<file path="config.mk">
export PLATFORM = sky130hd
export DESIGN_NAME = sdram_pwr_seq
export DESIGN_NICKNAME = d
export VERILOG_FILES = /design/src/rtl/sdrseq_pkg.sv /design/src/rtl/sdrseq_rst_sync.sv /design/src/rtl/sdrseq_ref_timer.sv /design/src/rtl/sdrseq_fsm.sv /design/src/rtl/sdram_pwr_seq.sv
export SDC_FILE = /design/constraint.sdc
export NUM_CORES = 1
export LEC_CHECK = 0
export BUFFER_PORTS_ARGS = -buffer_cell sky130_fd_sc_hd__buf_4
export CAP_MARGIN = 5
export CORE_UTILIZATION = 40
export CTS_CLUSTER_SIZE = 8
export DETAILED_ROUTE_END_ITERATION = 10
export PLACE_DENSITY = 0.67
export SYNTH_ARGS = -nofsm -noshare
export SYNTH_HDL_FRONTEND = slang
export SYNTH_SLANG_ARGS = --single-unit
</file>
<file path="constraint.sdc">
create_clock -name clk -period 2.2 [get_ports clk]
set_clock_uncertainty 0.1 [all_clocks]
set_input_delay 0.44 -clock clk [delete_from_list [all_inputs] [get_ports clk]]
set_output_delay 0.44 -clock clk [all_outputs]
set_load 0.02 [all_outputs]
</file>
<file path="src/rtl/sdrseq_pkg.sv">
package sdrseq_pkg;

  // {cs_n, ras_n, cas_n, we_n}
  typedef enum logic [3:0] {
    CMD_NOP  = 4'b0111,
    CMD_PALL = 4'b0010,
    CMD_REF  = 4'b0001
  } sd_cmd_e;

  typedef enum logic [3:0] {
    ST_IDLE,
    ST_PALL,
    ST_SENTER,
    ST_SELF,
    ST_SEXIT,
    ST_AREF,
    ST_RWAIT,
    ST_SLEEP,
    ST_WAKE
  } seq_st_e;

endpackage

</file>
<file path="src/rtl/sdrseq_rst_sync.sv">
module sdrseq_rst_sync (
  input  logic clk,
  input  logic rst_n,
  output logic rst_n_sync
);

  logic [1:0] sync_q;

  always_ff @(posedge clk or negedge rst_n) begin
    if (!rst_n) sync_q <= '0;
    else        sync_q <= {sync_q[0], 1'b1};
  end

  assign rst_n_sync = sync_q[1];

endmodule

</file>
<file path="src/rtl/sdrseq_ref_timer.sv">
module sdrseq_ref_timer #(
  parameter int CNT_W = 10
) (
  input  logic             clk,
  input  logic             rst_n,
  input  logic             run,
  input  logic [CNT_W-1:0] cmp,
  input  logic             ack,
  output logic             pend
);

  logic [CNT_W-1:0] cnt_q, cnt_d;
  logic             pend_q, pend_d;
  logic             hit;

  always_comb begin
    hit = run && (cnt_q == cmp);
    if (!run)     cnt_d = '0;
    else if (hit) cnt_d = '0;
    else          cnt_d = cnt_q + 1'b1;

    if (!run)     pend_d = 1'b0;
    else if (hit) pend_d = 1'b1;
    else if (ack) pend_d = 1'b0;
    else          pend_d = pend_q;
  end

  always_ff @(posedge clk or negedge rst_n) begin
    if (!rst_n) begin
      cnt_q  <= '0;
      pend_q <= 1'b0;
    end else begin
      cnt_q  <= cnt_d;
      pend_q <= pend_d;
    end
  end

  assign pend = pend_q;

  // a compare match leaves a refresh pending
  a_r3_match_pends: assert property (@(posedge clk) disable iff (!rst_n)
    (run && cnt_q == cmp) |=> pend);

  // stopping the timer drops any pending refresh and restarts from zero
  a_r1_stop_clears: assert property (@(posedge clk) disable iff (!rst_n)
    !run |=> (!pend && cnt_q == '0));

endmodule

</file>
<file path="src/rtl/sdrseq_fsm.sv">
module sdrseq_fsm
  import sdrseq_pkg::*;
#(
  parameter int EXIT_CYC = 4,
  parameter int REF_GAP  = 3
) (
  input  logic    clk,
  input  logic    rst_n,
  input  logic    ref_en,
  input  logic    ref_self,
  input  logic    pd_en,
  input  logic    pend,
  input  logic    bus_act,
  input  logic    bus_sdram,
  input  logic    bus_end,
  output sd_cmd_e cmd,
  output logic    cke,
  output logic    ready,
  output logic    ref_ack
);

  localparam int WMAX   = (EXIT_CYC > REF_GAP) ? EXIT_CYC : REF_GAP;
  localparam int WCNT_W = (WMAX < 2) ? 1 : $clog2(WMAX);

  seq_st_e           st_q, st_d;
  logic [WCNT_W-1:0] wait_q, wait_ld_val;
  logic              wait_ld, wait_dec;
  logic              sdr_busy, sref_req, auto_req, pd_trig;

  assign sdr_busy = bus_act && bus_sdram;
  assign sref_req = ref_en && ref_self;
  assign auto_req = ref_en && !ref_self && pend;
  assign pd_trig  = pd_en && bus_end && !bus_sdram;

  always_comb begin
    st_d        = st_q;
    wait_ld     = 1'b0;
    wait_dec    = 1'b0;
    wait_ld_val = '0;
    case (st_q)
      ST_IDLE: begin
        if (!sdr_busy) begin
          if (sref_req)      st_d = ST_PALL;
          else if (auto_req) st_d = ST_AREF;
          else if (pd_trig)  st_d = ST_SLEEP;
        end
      end
      ST_PALL:   st_d = sref_req ? ST_SENTER : ST_IDLE;
      ST_SENTER: st_d = ST_SELF;
      ST_SELF: begin
        if (!sref_req) begin
          st_d        = ST_SEXIT;
          wait_ld     = 1'b1;
          wait_ld_val = WCNT_W'(EXIT_CYC - 1);
        end
      end
      ST_SEXIT, ST_RWAIT: begin
        if (wait_q == '0) st_d = ST_IDLE;
        else              wait_dec = 1'b1;
      end
      ST_AREF: begin
        st_d        = ST_RWAIT;
        wait_ld     = 1'b1;
        wait_ld_val = WCNT_W'(REF_GAP - 1);
      end
      ST_SLEEP: begin
        if (sdr_busy || sref_req || auto_req || !pd_en) st_d = ST_WAKE;
      end
      ST_WAKE:   st_d = ST_IDLE;
      default:   st_d = ST_IDLE;
    endcase
  end

  always_ff @(posedge clk or negedge rst_n) begin
    if (!rst_n) begin
      st_q   <= ST_IDLE;
      wait_q <= '0;
    end else begin
      st_q <= st_d;
      if (wait_ld)       wait_q <= wait_ld_val;
      else if (wait_dec) wait_q <= wait_q - 1'b1;
    end
  end

  always_comb begin
    case (st_q)
      ST_PALL:            cmd = CMD_PALL;
      ST_SENTER, ST_AREF: cmd = CMD_REF;
      default:            cmd = CMD_NOP;
    endcase
    cke     = !(st_q == ST_SENTER || st_q == ST_SELF || st_q == ST_SLEEP);
    ready   = (st_q == ST_IDLE);
    ref_ack = (st_q == ST_AREF);
  end

  // refresh and precharge commands only follow an enabled refresh bit
  a_r1_cmd_needs_enable: assert property (@(posedge clk) disable iff (!rst_n)
    (cmd == CMD_REF || cmd == CMD_PALL) |-> $past(ref_en));

  // self-refresh entry is always preceded by precharge-all
  a_r2_entry_after_pall: assert property (@(posedge clk) disable iff (!rst_n)
    (st_q == ST_SENTER) |-> $past(st_q == ST_PALL));

  // power-down is entered only on a finished non-SDRAM access
  a_r4_sleep_trigger: assert property (@(posedge clk) disable iff (!rst_n)
    (st_q == ST_SLEEP && $past(st_q) != ST_SLEEP) |-> $past(pd_en && bus_end && !bus_sdram));

  // leaving power-down always passes through the wake cycle
  a_r8_wake_path: assert property (@(posedge clk) disable iff (!rst_n)
    ($past(st_q == ST_SLEEP) && st_q != ST_SLEEP) |-> (st_q == ST_WAKE));

  // self-refresh is left only after its request went away
  a_r9_exit_cause: assert property (@(posedge clk) disable iff (!rst_n)
    ($past(st_q == ST_SELF) && st_q != ST_SELF) |-> $past(!(ref_en && ref_self)));

  // auto-refresh never cuts into an SDRAM access
  a_r10_no_ref_in_access: assert property (@(posedge clk) disable iff (!rst_n)
    (st_q == ST_AREF) |-> $past(!(bus_act && bus_sdram)));

endmodule

</file>
<file path="src/rtl/sdram_pwr_seq.sv">
module sdram_pwr_seq
  import sdrseq_pkg::*;
#(
  parameter int CNT_W    = 10,
  parameter int EXIT_CYC = 4,
  parameter int REF_GAP  = 3
) (
  input  logic             clk,
  input  logic             rst_n,
  input  logic             cfg_halfcyc_hold,
  input  logic             cfg_ref_en,
  input  logic             cfg_ref_self,
  input  logic             cfg_pd_en,
  input  logic [CNT_W-1:0] ref_cmp,
  input  logic             bus_act,
  input  logic             bus_sdram,
  input  logic             bus_end,
  output logic             sd_cs_n,
  output logic             sd_ras_n,
  output logic             sd_cas_n,
  output logic             sd_we_n,
  output logic             sd_cke,
  output logic             sd_ready,
  output logic             launch_fall,
  output logic             capture_fall
);

  logic    rst_n_i;
  logic    pend, ref_ack, timer_run;
  sd_cmd_e cmd;
  logic    edge_q;

  sdrseq_rst_sync u_rst (
    .clk        (clk),
    .rst_n      (rst_n),
    .rst_n_sync (rst_n_i)
  );

  assign timer_run = cfg_ref_en && !cfg_ref_self;

  sdrseq_ref_timer #(.CNT_W(CNT_W)) u_timer (
    .clk   (clk),
    .rst_n (rst_n_i),
    .run   (timer_run),
    .cmp   (ref_cmp),
    .ack   (ref_ack),
    .pend  (pend)
  );

  sdrseq_fsm #(.EXIT_CYC(EXIT_CYC), .REF_GAP(REF_GAP)) u_fsm (
    .clk       (clk),
    .rst_n     (rst_n_i),
    .ref_en    (cfg_ref_en),
    .ref_self  (cfg_ref_self),
    .pd_en     (cfg_pd_en),
    .pend      (pend),
    .bus_act   (bus_act),
    .bus_sdram (bus_sdram),
    .bus_end   (bus_end),
    .cmd       (cmd),
    .cke       (sd_cke),
    .ready     (sd_ready),
    .ref_ack   (ref_ack)
  );

  always_ff @(posedge clk or negedge rst_n_i) begin
    if (!rst_n_i) edge_q <= 1'b0;
    else          edge_q <= cfg_halfcyc_hold;
  end

  assign {sd_cs_n, sd_ras_n, sd_cas_n, sd_we_n} = cmd;
  assign launch_fall  = edge_q;
  assign capture_fall = edge_q;

  // clock enable is low only while the command slot is closed
  a_r7_cke_low_not_ready: assert property (@(posedge clk) disable iff (!rst_n_i)
    !sd_cke |-> !sd_ready);

endmodule

</file>
### Yosys cells after proc, flatten, opt, wreduce, memory -nomap -nowiden

Cells that the tools add are included.

* logic and storage cells: 67
* output and inout bits: 8
* input port bits: 19
* latch bits: 0
* flip-flop bits (word level): 20
* memories: 0
* ROM bits: 0
* memory bits (writable): 0

* equal/unequal tests: 14
* multiplexer cells: 23
* order comparisons: 0
* div/mod/pow operators: 0
* add/sub/neg operators: 2
* reduce and logical (&&, ||, !) cells: 22
* bitwise operators: 0
* shift operators: 0
* multiply operators: 0

Operators with widths (number)
* $mux 4: 7
* $pmux 4 s7: 1
* $mux 10: 2
* $eq 4x3->1 const B: 4
* $add 10x1->10 const B: 1
* $eq 10x10->1: 1
* $eq 4x2->1 const B: 2
* $mux 2: 4
* $logic_and 1x1->1: 7
* $mux 1: 6
* $pmux 3 s2: 1
* $logic_or 1x1->1: 5
* $reduce_and 5->1: 1
* $eq 4x1->1 const B: 1
* $logic_not 1->1: 4
* $logic_not 4->1: 1
* $ne 2x1->1 const B: 2
* $ne 2x2->1 const B: 2
* $ne 4x1->1 const B: 1
* $pmux 2 s2: 1
* $reduce_or 2->1: 2
* $ne 3x3->1 const B: 1
* $logic_not 2->1: 1
* $pmux 1 s2: 1
* other kinds (2): 2

### Logic depth before layout (Yosys ltp)

* depth in word-level cells: 7
* depth in mapped cells: 6
* gate-level depth less buffers: 6

### Cells and area by module

Synthesis repeated with hierarchy kept, for this count alone.

* cells, all modules: 129
* area, all modules: 1258.7 sq um

Modules (own cells, without submodules)
* sdrseq_ref_timer: area an instance 625.6 sq um, instances 1, seq. area each 275.3 sq um, cells each 63
* sdrseq_fsm: area an instance 533.0 sq um, instances 1, seq. area each 150.1 sq um, cells each 60
* sdrseq_rst_sync: area an instance 53.8 sq um, instances 1, seq. area each 50.0 sq um, cells each 3
* sdram_pwr_seq: area an instance 46.3 sq um, instances 1, seq. area each 25.0 sq um, cells each 3

### Least setup slack after synthesis

OpenSTA, ideal clock, no wires.

* kind: reg2reg
* start: register u_fsm.st_q[0]
* end: register u_fsm.st_q[1]
* setup slack: 0.335 ns
* period minus slack after synthesis: 1.865 ns
* arrival: 1.637 ns
* required time: 1.972 ns
* cell stages (with the launch flop): 6
* library setup time: 0.128 ns
* cell sequence: dfrtp_1 -> buf_6 -> nor4_2 -> a21boi_2 -> nor3b_2 -> mux2_1

* elaborated cells on any way between the ends: 16

RTL lines
* start: declaration: RTL line sdrseq_fsm.sv:25 `seq_st_e st_q, st_d;`
* start signal: assignment: RTL line sdrseq_fsm.sv:79 `st_q <= st_d;`
* $logic_not 4->1 (*)
* named net sd_ready: RTL line sdram_pwr_seq.sv:23 `output logic sd_ready,`
* $ne 4x1->1 (no source line) or $ne 2x2->1 (tied branches)
* $reduce_and 5->1 (no source line)

The timed path passes the listed nets; every way through them passes the cells marked *.
A chain may end at the register's enable or synchronous reset.

### Worst setup path in the final report

* start: register u_fsm.st_q[0]
* end: output port sd_ras_n

* word-level cells in the longest chain between the ends: 3
* elaborated cells on any way between the ends: 5

Ends and longest elaborated chain
* $eq 4x3->1 or $eq 4x2->1 (tied branches): RTL line sdrseq_fsm.sv:86 `case (st_q)`
* $reduce_or 2->1: RTL line sdrseq_fsm.sv:86
* $pmux 3 s2 (*): RTL line sdrseq_fsm.sv:86
* end: declaration: RTL line sdram_pwr_seq.sv:19 `output logic sd_ras_n,`

Every way passes the cells marked *; elsewhere a longest branch is shown, timed or not.

==> summary.txt <==
Final layout
  – Layout cells sized above 1: 0.240
  – Most frequent cells in the layout: buf_4, dfrtp_1, nor2_1
  – Final Util: 0.507
  – Area growth syn-to-layout: 19.8%
  – Diode count: 0
  – Commonest non-fill, non-tap cell in the layout: buf_4
  – Fillers: 266
  – Nets: 172

Route
  – DRT Wirelength: 2210 um
  – Vias post-DR: 930
  – DRC Markers: 0
  – Wire per inst: 12.2 um
  – Post-route ant nets: 0
  – DR iter-0 viols: 16
  – Via-to-Cell Ratio: 5.14
  – Drt first pass iters: 4

CTS
  – H-tree depth: 1
  – Skew-Pair Late Insertion Delay: 0.29 ns
  – Total CTS buffers: 3
  – CTS tree: built
  – Sink Count: 20
  – Post-CTS setup buffers: 0
  – CTS Root Cell: clkbuf_4
  – Clock Path Buffers: 2
  – Clk slew on worst S/H paths: 0.11 ns

Die
  – Die width: 56.0 um
  – Core Area: approximately 0.0028 mm2
  – Top Ports: 27
  – Initial core utilization: 0.423
  – Die Y-Extent: roughly 56 um
  – FP Rows: 19
  – Die area: 0.00314 mm2

Timing
  – Final worst path period share: 0.921
  – FMAX: 494 MHz
  – Setup TNS: 0 ns
  – Final min period: just over 2 ns
  – Slew Limit Fails: 0
  – Final hold vios: 0
  – Setup repair after global routing missed its margin: no
  – Setup-failing EPs final: 0
  – Rel. slew slack: 0.543
  – Setup WS post-layout: about 0.17 ns
  – Worst Max-Slew Pin Slew: just under 0.7 ns

Global route
  – Met3 usage: 0.0256
  – Initial antenna violation count: 0
  – Gr usage total: 0.156
  – M2 GR Usage: 0.282
  – First-pass GRT wire length: 3800 um
  – Global route hottest layer: met2
  – Vias in the first global route: 872
  – Pin count of the biggest net entering global routing: 19
  – GRT overflow: 0
  – GR Util met1: 0.185

Critical path
  – CP arrival: 1.49 ns
  – Critical Path, Cell by Cell: nor2_1 -> nand2_1 -> o21ai_0 -> nand2b_1 -> and2_1 -> buf_4
  – CP peak stage delay: 0.49 ns
  – CP Data Required Time: 1.66 ns
  – Setup crit end kind: output pin
  – Slowest cell on the critical path: dfrtp_2
  – Worst path bufs/invs: 1
  – Critical path type: reg2out
  – Startpoint class of the critical path: register
  – Crit path max fanout: 10
  – Top Family by Delay on Critical Path: flip-flops

Placement
  – Pre-CTS setup slack: 0.328 ns
  – Post-DP HPWL: around 1700 um
  – Port buffer count: 25
  – GP Congestion: 0.811

Pwr
  – Static Leakage: 0.651 nW
  – Total power: between 1 and 1.5 mW
  – PD cells: 939 mW/mm2
  – Max VDD drop: 0.000653 V

Synthesis
  – Async set-reset flop share out of synthesis: 1.00
  – Post-synth EDFFs: 0
  – Share of the yosys chip area belonging to registers: 0.429
  – Yosys cell types: 33
  – Yosys reg bits: 20
  – Gate Count Post-Synth: ~130
  – Synth warnings: 0
  – Syn_area_per_cell: 9.25 um2
  – Syn nets: roughly 150
  – Main synth FF type: dfrtp_1
  – Area of the mapped netlist: around 0.0012 mm2

Job
  – Max-cap viol count: 0

Status
  – Status: finished, final reports clean

Hold path
  – Min-delay worst type: in2reg
## final cells by class
cell class / count / area, um2 / area share
multi-input cells: 96 / 607 / 0.434
flip-flops and latches: 20 / 503 / 0.360
repair buffers: 26 / 198 / 0.141
well taps: 31 / 38.8 / 0.0278
clock buffers: 4 / 36.3 / 0.0260
inverters: 4 / 15.0 / 0.0107
## flip-flops by register name, summed over array words and instances (netlist names)
register,cells
u_timer.cnt_q,10
u_fsm.st_q,4
u_fsm.wait_q,2
u_rst.sync_q,2
capture_fall,1
u_timer.pend,1
## layer usage
| layer | up-vias | part of all wire |
|---|---|---|
| met4 | 0 | 0.0045 |
| met2 | 27 | 0.52 |
| met5 | - | 0 |
| met1 | 432 | 0.43 |
| li1 | 469 | - |
| met3 | 2 | 0.042 |
## cells by family after synthesis
logic type	after synthesis	synth area share
xor gates and xnor gates	19	0.143
and+or+nand+nor	60	0.269
muxes	2	0.0193
buffers and inverters	10	0.0504
adders and majority gates	2	0.0215
AOI/OAI and AO/OA	11	0.0612
DFF	20	0.429
other	2	0.00644
## repair_timing
action | in CTS | in global routing
resized for setup | 0 | 2
hold endpoints to repair | 2 | 0
endpoints found under the setup margin | 0 | 1
hold buffers | 1 | 0
## worst paths after layout
| check | startpoint | endpoint | slack (ns) | cells past startpoint |
|---|---|---|---|---|
| min in group asynchronous | u_rst.sync_q[1] | u_timer.cnt_q[8] | 0.18 | 0 |
| setup reg to reg | u_timer.cnt_q[4] | u_timer.cnt_q[8] | 0.44 | 5 |
| hold / removal | cfg_halfcyc_hold | capture_fall | 0.15 | 1 |
| setup / recovery | u_fsm.st_q[0] | sd_ras_n | 0.17 | 6 |
| max in group asynchronous | u_rst.sync_q[1] | u_fsm.st_q[0] | 1.35 | 0 |
| hold reg to reg | u_rst.sync_q[1] | u_timer.cnt_q[8] | 0.18 | 0 |
## cells in the mapped netlist (2+ instances only)
| master | number | area [um2] |
|---|---|---|
| buf_4 | 3 | 22.5 |
| mux2_1 | 2 | 22.5 |
| nand3b_1 | 2 | 15.0 |
| o21ai_0 | 4 | 20.0 |
| nand2_1 | 14 | 52.6 |
| nand2b_1 | 5 | 31.3 |
| conb_1 | 2 | 7.51 |
| and2_1 | 3 | 18.8 |
| xor2_1 | 11 | 96.3 |
| xnor2_1 | 8 | 70.1 |
| nor4_1 | 2 | 12.5 |
| buf_2 | 2 | 10.0 |
| nand4_1 | 4 | 25.0 |
| nand3_1 | 5 | 25.0 |
| a21oi_1 | 2 | 10.0 |
| nor2_1 | 16 | 60.1 |
| inv_1 | 4 | 15.0 |
| ha_1 | 2 | 25.0 |
| dfrtp_1 | 20 | 500 |
| and3_1 | 2 | 12.5 |
## metrics by stage
stage | instances | hold slack [ns] | cell area, um2
after floorplan | 126 | 0.0444 | 1170
after global placement | 176 | 0.122 | 1350
after detailed placement | 176 | 0.123 | 1350
after CTS | 181 | 0.142 | 1400
after global routing | 181 | 0.130 | 1400
final | 181 | 0.153 | 1400
## worst register-to-register path: cells and delay by family, from the launching register on
kind	cells	cell delay [ns]
and+or+nand+nor	4	0.91
xor gates and xnor gates	1	0.18
DFF	1	0.45
## power breakdown
group          leakage [nW]  internal [mW]  switching (mW)
Sequential            0.258          0.427           0.101
Combinational         0.371          0.291           0.289
Clock                0.0210          0.101           0.105
(Power assumes the default switching activity.)
